--- config.mk ---
export PLATFORM = sky130hd
export DESIGN_NAME = fp_branch_resolver
export DESIGN_NICKNAME = d
export VERILOG_FILES = /design/src/rtl/fbr_pkg.sv /design/src/rtl/fbr_ctrl.sv /design/src/rtl/fbr_dp.sv /design/src/rtl/fp_branch_resolver.sv
export SDC_FILE = /design/constraint.sdc
export NUM_CORES = 1
export LEC_CHECK = 0
export BUFFER_PORTS_ARGS = -buffer_cell sky130_fd_sc_hd__buf_2
export CAP_MARGIN = 0
export CORE_MARGIN = 2
export CORE_UTILIZATION = 33
export CTS_CLUSTER_DIAMETER = 60
export DETAILED_ROUTE_END_ITERATION = 10
export PLACE_DENSITY_LB_ADDON = 0.3
export SLEW_MARGIN = 20
export SYNTH_ARGS = -nofsm -noshare
export SYNTH_HDL_FRONTEND = slang
export SYNTH_HIERARCHICAL = 1
export SYNTH_SLANG_ARGS = --single-unit
--- constraint.sdc ---
create_clock -name clk -period 2.9 [get_ports clk]
set_clock_uncertainty 0.05 [all_clocks]
set_input_delay 0.435 -clock clk [delete_from_list [all_inputs] [get_ports clk]]
set_output_delay 0.435 -clock clk [all_outputs]
set_load 0.01 [all_outputs]
--- src/rtl/fbr_pkg.sv ---
package fbr_pkg;

  typedef enum logic [1:0] {
    FCC_EQ = 2'd0,
    FCC_LT = 2'd1,
    FCC_GT = 2'd2,
    FCC_UN = 2'd3
  } fccT;

  localparam logic [3:0] COND_NEVER  = 4'd0;
  localparam logic [3:0] COND_ALWAYS = 4'd8;

  typedef struct packed {
    logic load;       // capture a new result
    logic taken;      // branch goes to the target
    logic jumpTarget; // skip slot, fetch target directly
    logic skipSlot;   // not taken, skip slot
  } brStrobeT;

  // Outcome set for a condition, bit order {U,G,L,E}
  function automatic logic [3:0] condSet(input logic [3:0] cond);
    logic [3:0] s;
    case (cond)
      4'd0:    s = 4'b0000;
      4'd1:    s = 4'b1110;
      4'd2:    s = 4'b0110;
      4'd3:    s = 4'b1010;
      4'd4:    s = 4'b0010;
      4'd5:    s = 4'b1100;
      4'd6:    s = 4'b0100;
      4'd7:    s = 4'b1000;
      4'd8:    s = 4'b1111;
      4'd9:    s = 4'b0001;
      4'd10:   s = 4'b1001;
      4'd11:   s = 4'b0101;
      4'd12:   s = 4'b1101;
      4'd13:   s = 4'b0011;
      4'd14:   s = 4'b1011;
      default: s = 4'b0111;
    endcase
    return s;
  endfunction

endpackage

--- src/rtl/fbr_ctrl.sv ---
module fbr_ctrl
  import fbr_pkg::*;
(
  input  logic       clk,
  input  logic       rst_n,
  input  logic       issueValid,
  input  logic [3:0] cond,
  input  logic       annulBit,
  input  logic [1:0] fcc,
  output brStrobeT   strobe
);

  logic [3:0] outcomeSet;
  logic       isAlways;
  logic       condMet;

  always_comb begin
    outcomeSet = condSet(cond);
    isAlways   = (cond == COND_ALWAYS);
    condMet    = outcomeSet[fcc];
  end

  always_comb begin
    strobe.load       = issueValid;
    strobe.taken      = issueValid && condMet;
    strobe.jumpTarget = issueValid && isAlways && annulBit;
    strobe.skipSlot   = issueValid && annulBit && !condMet;
  end

  AST_NEVER_NOT_TAKEN: assert property (@(posedge clk) disable iff (!rst_n)
    (issueValid && cond == COND_NEVER) |-> !strobe.taken);
  AST_ALWAYS_TAKEN: assert property (@(posedge clk) disable iff (!rst_n)
    (issueValid && cond == COND_ALWAYS) |-> strobe.taken);
  AST_SLOT_EXCLUSIVE: assert property (@(posedge clk) disable iff (!rst_n)
    $countones({strobe.jumpTarget, strobe.skipSlot}) <= 1);
  AST_STROBE_NEEDS_LOAD: assert property (@(posedge clk) disable iff (!rst_n)
    !strobe.load |-> !(strobe.taken || strobe.jumpTarget || strobe.skipSlot));

endmodule

--- src/rtl/fbr_dp.sv ---
module fbr_dp
  import fbr_pkg::*;
#(
  parameter int ADDR_W = 32,
  parameter int DISP_W = 22,
  parameter int CNT_W  = 16
) (
  input  logic              clk,
  input  logic              rst_n,
  input  brStrobeT          strobe,
  input  logic [ADDR_W-1:0] pc,
  input  logic [DISP_W-1:0] disp,
  output logic              resValid,
  output logic              taken,
  output logic              annulSlot,
  output logic [ADDR_W-1:0] target,
  output logic [ADDR_W-1:0] nextPc,
  output logic [CNT_W-1:0]  takenCount
);

  localparam int EXT_W = ADDR_W - DISP_W - 2;
  localparam logic [ADDR_W-1:0] STEP1 = ADDR_W'(4);
  localparam logic [ADDR_W-1:0] STEP2 = ADDR_W'(8);

  logic [ADDR_W-1:0] dispByte;
  logic [ADDR_W-1:0] targetNxt;
  logic [ADDR_W-1:0] nextPcNxt;

  always_comb begin
    dispByte  = {{EXT_W{disp[DISP_W-1]}}, disp, 2'b00};
    targetNxt = pc + dispByte;
    if (strobe.jumpTarget)    nextPcNxt = targetNxt;
    else if (strobe.skipSlot) nextPcNxt = pc + STEP2;
    else                      nextPcNxt = pc + STEP1;
  end

  always_ff @(posedge clk) begin
    if (!rst_n) begin
      resValid   <= 1'b0;
      taken      <= 1'b0;
      annulSlot  <= 1'b0;
      target     <= '0;
      nextPc     <= '0;
      takenCount <= '0;
    end else begin
      resValid <= strobe.load;
      if (strobe.load) begin
        taken     <= strobe.taken;
        annulSlot <= strobe.jumpTarget || strobe.skipSlot;
        target    <= targetNxt;
        nextPc    <= nextPcNxt;
      end
      if (strobe.taken) takenCount <= takenCount + 1'b1;
    end
  end

  AST_COUNT_STEP: assert property (@(posedge clk) disable iff (!rst_n)
    strobe.taken |=> takenCount == $past(takenCount) + 1'b1);
  AST_COUNT_HOLD: assert property (@(posedge clk) disable iff (!rst_n)
    !strobe.taken |=> $stable(takenCount));
  AST_RESULT_HOLD: assert property (@(posedge clk) disable iff (!rst_n)
    !strobe.load |=> (!resValid && $stable(target) && $stable(nextPc) && $stable(taken)));
  AST_SLOT_RUNS: assert property (@(posedge clk) disable iff (!rst_n)
    (strobe.load && !strobe.jumpTarget && !strobe.skipSlot) |=> (!annulSlot && nextPc == $past(pc) + STEP1));
  AST_SKIP_ADDR: assert property (@(posedge clk) disable iff (!rst_n)
    strobe.skipSlot |=> (annulSlot && !taken && nextPc == $past(pc) + STEP2));

endmodule

--- src/rtl/fp_branch_resolver.sv ---
module fp_branch_resolver
  import fbr_pkg::*;
#(
  parameter int ADDR_W = 32,
  parameter int CNT_W  = 16
) (
  input  logic              clk,
  input  logic              rst_n,
  input  logic              issueValid,
  input  logic [31:0]       instr,
  input  logic [ADDR_W-1:0] pc,
  input  logic [1:0]        fcc,
  output logic              resValid,
  output logic              taken,
  output logic              annulSlot,
  output logic [ADDR_W-1:0] target,
  output logic [ADDR_W-1:0] nextPc,
  output logic [CNT_W-1:0]  takenCount
);

  localparam int DISP_W   = 22;
  localparam int COND_LSB = 25;
  localparam int ANNUL_BIT = 29;

  brStrobeT strobe;
  logic     unusedOpBits;

  assign unusedOpBits = ^{instr[31:30], instr[24:22]};

  fbr_ctrl u_ctrl (
    .clk        (clk),
    .rst_n      (rst_n),
    .issueValid (issueValid),
    .cond       (instr[COND_LSB+3:COND_LSB]),
    .annulBit   (instr[ANNUL_BIT]),
    .fcc        (fcc),
    .strobe     (strobe)
  );

  fbr_dp #(
    .ADDR_W (ADDR_W),
    .DISP_W (DISP_W),
    .CNT_W  (CNT_W)
  ) u_dp (
    .clk        (clk),
    .rst_n      (rst_n),
    .strobe     (strobe),
    .pc         (pc),
    .disp       (instr[DISP_W-1:0]),
    .resValid   (resValid),
    .taken      (taken),
    .annulSlot  (annulSlot),
    .target     (target),
    .nextPc     (nextPc),
    .takenCount (takenCount)
  );

endmodule

==> results.md <==
- Status: finished, final reports clean
- Initial antenna violation count: 0
- Power Density: 474.1 nW/µm²
- Async set-reset flop share out of synthesis: 0
- Leakage power: 3.190 nW
- Hold worst-path end: u_dp/target[0]
- Post-synthesis cell area: 5503 µm²
- Design area: 7027 µm²
- Pwr Total: 3.331 mW
- Max Fclk: 365.0 MHz
- CTS Buffer Depth: 2
- Syn nets: 781
- Hpwl dp: 13.67 mm
- Cells after Synth: 677
- Post-detailed-route wirelength per cell: 15.96 µm
- RSZ-0062 raised after global routing: false
- H-Tree Depth: 3
- Slew Viols, Final: 0
- Worst min-delay path class: primary input to flip-flop
- Placed insts: 1057
- Max-slew headroom: 0.5946
- Yosys warnings: 6
- Crit end category: flip-flop
- Final setup viols: 0
- Synthesized flop and latch total: 81
- Worst R2R End: u_dp/takenCount[15]
- EDFF count, synth: 0
- IO Pins: 152
- Period utilization: 0.9448
- Final hold vios: 0
- Clk_lat worst skew: 340 ps
- Setup crit start kind: primary input
- Mean Syn Cell Area: 8.128 µm²
- FF-to-FF path depth: 7
- DRC errors left: 0
- Top_reg_cell synth: dfxtp_1
- Total CTS buffers: 9
- Hold path cells: 3
- Largest net degree at the start of global routing: 45
- Inserted Diodes: 0
- Crit path kind: primary input to flip-flop
- Worst Tran Pin Value: 608.2 ps
- DRT iter0 DRCs: 278
- Fillers: 1736
- Multi-input logic area: 3655 µm²
- GRT Residual Overflow: 0
- Share of layout cells above drive strength 1: 0.2732
- Worst R2R Setup Slack: 1060 ps
- First drt pass iteration count: 5
- Worst Path Max Fanout: 4
- Max-Cap Viols: 0
- Core ar.: 16470 µm²
- Root Driver: clkbuf_16
- Distinct cells, synth: 67
- Die height: 133.1 µm
- Via count: 5485
- GP Congestion: 0.8867
- Sequential-to-total area share from yosys stat: 0.2947
- CTS tree: built
- First-pass GRT wire length: 26.63 mm
- WL final: 17.12 mm
- IO Port Bufs: 146
- Nets: 952
- Clock transition at path regs: 70 ps
- WP data arrival: 2900 ps
- Num rows: 47
- DR vias/cell: 5.112
- Vias in the first global route: 5069
- Hold_sp: pc[0]
- Global-route total usage across every layer: 0.1890
- Placed Area: 6735 µm²
- Die X: 133.1 µm
- Tmin final: 2740 ps
- Final Non-Filler Cells: 1073
- Area delta synth->final: 27.69%
- Clock sinks: 81
- Hold_buf cts: 0
- Die ar.: 17720 µm²
- Reg area: 1622 µm²
- Antenna-violating nets left: 0
- Worst hold slack: 286.0 ps
- Initial Utilization: 0.3342
- Critical path data required time: 3060 ps
- FF-to-FF Start: u_dp/takenCount[3]
- VDD IR-drop max: 0.0002677 V
-- worst max path at each step --
stage,slack [ps],from,end
floorplan,270,instr[25],u_dp/nextPc[23]
global placement,-100,instr[25],u_dp/nextPc[27]
detailed placement,-160,instr[25],u_dp/nextPc[27]
CTS,190,instr[25],u_dp/nextPc[27]
global route,10,instr[25],u_dp/nextPc[28]
finish,160,instr[25],u_dp/nextPc[26]
-- final cells by class --
| class | count | area share |
|---|---|---|
| clock inverter | 7 | 0.008725 |
| clock buffer | 9 | 0.03205 |
| timing repair buffer | 197 | 0.1585 |
| sequential | 81 | 0.2308 |
| inverter | 20 | 0.01068 |
| multi-input combinational | 539 | 0.5201 |
| tap | 220 | 0.03917 |
-- cell usage after synthesis, types with 5 or more instances --
cell type / n / area share
nor3_1: 10 / 0.0091
nand2b_1: 8 / 0.0091
inv_1: 19 / 0.013
o221ai_1: 5 / 0.0080
nand4_1: 12 / 0.014
o31ai_1: 5 / 0.0068
a21o_1: 11 / 0.015
xor2_1: 36 / 0.057
nor2_1: 76 / 0.052
mux2i_1: 23 / 0.042
nand3_1: 27 / 0.025
and3_1: 14 / 0.016
o211ai_1: 6 / 0.0082
o21a_1: 5 / 0.0068
a211oi_1: 5 / 0.0068
xnor2_1: 33 / 0.053
o2bb2ai_1: 5 / 0.0080
nor2b_1: 9 / 0.010
o21ai_0: 33 / 0.030
ha_1: 34 / 0.077
buf_2: 9 / 0.0082
nand2_1: 64 / 0.044
or3_1: 5 / 0.0057
clkbuf_1: 25 / 0.017
a21oi_1: 37 / 0.034
a31oi_1: 14 / 0.016
dfxtp_1: 81 / 0.29
-- repair_timing --
action                     4_1_cts  5_1_grt
resized for setup                0        1
setup endpoints to repair        0        1
buffers inserted                 0        0
-- critical path: stages --
cell       delay [ps]
buf_2              90
inv_1              50
ha_1              280
mux2i_1           170
xnor2_1           170
o32ai_1           120
buf_4             160
mux2i_1           150
nor4_2            350
and3_1            350
nand3_1           120
xor2_1            180
a2bb2oi_1         180
o21ai_0           100
-- metrics by stage --
| stage | setup WS (ps) | setup TNS, ps | utilization |
|---|---|---|---|
| 4_1_cts | 190.7 | 0 | 0.4264 |
| 2_1_floorplan | 272.5 | 0 | - |
| 3_5_place_dp | -157.5 | -1085 | 0.4090 |
| 6_report | 160.1 | 0 | 0.4267 |
| 5_1_grt | 11.05 | 0 | 0.4267 |
| 3_3_place_gp | -95.33 | -500.0 | 0.4090 |
-- power breakdown --
group,total [mW],internal [mW],switching [mW]
clock,1.11,0.599,0.515
sequential,1.24,1.19,0.0437
combinational,0.980,0.413,0.567
-- registers in the layout, summed over array words and instances, names as in the netlist --
signal,cells
u_dp/annulSlot,1
u_dp/nextPc,30
u_dp/resValid,1
u_dp/taken,1
u_dp/takenCount,16
u_dp/target,32
-- per-layer routing --
layer | vias to the layer above | GRT usage | wire length (µm) | share of wire
li1 | 2767 | - | - | -
met2 | 142 | 0.3043 | 7854 | 0.46
met4 | 0 | 0.05969 | 302 | 0.018
met3 | 18 | 0.02245 | 723 | 0.042
met5 | - | 0 | 0 | 0
met1 | 2558 | 0.2652 | 8241 | 0.48
-- kinds of logic after synthesis --
logic type / share of synthesized area
and+or+nand+nor: 0.2144
AOI/OAI and AO/OA: 0.2133
DFF: 0.2947
xor gates and xnor gates: 0.1098
buffers and inverters: 0.04297
adders and majority gates: 0.08095
muxes: 0.04388
-- layout by cell type, fill, tap and decap left out, types with 4 or more instances in the layout --
cell type  Yosys  layout
a211oi_1       5       5
a21o_1        11      11
a21oi_1       37      37
a22o_1         4       4
a31oi_1       14      14
and2_1         4       4
and3_1        14      14
buf_2          9     146
buf_4          3      51
clkbuf_16      0       9
dfxtp_1       81      81
ha_1          34      34
inv_1         19      19
mux2i_1       23      23
nand2_1       64      64
nand2b_1       8       8
nand3_1       27      27
nand4_1       12      12
nor2_1        76      76
nor2b_1        9       9
nor3_1        10       8
o211ai_1       6       6
o21a_1         5       5
o21ai_0       33      33
o21bai_1       4       4
o221ai_1       5       5
o2bb2ai_1      5       5
o31ai_1        5       5
or3_1          5       5
xnor2_1       33      33
xor2_1        36      36
Note: power is estimated with default switching activity, not from simulation.
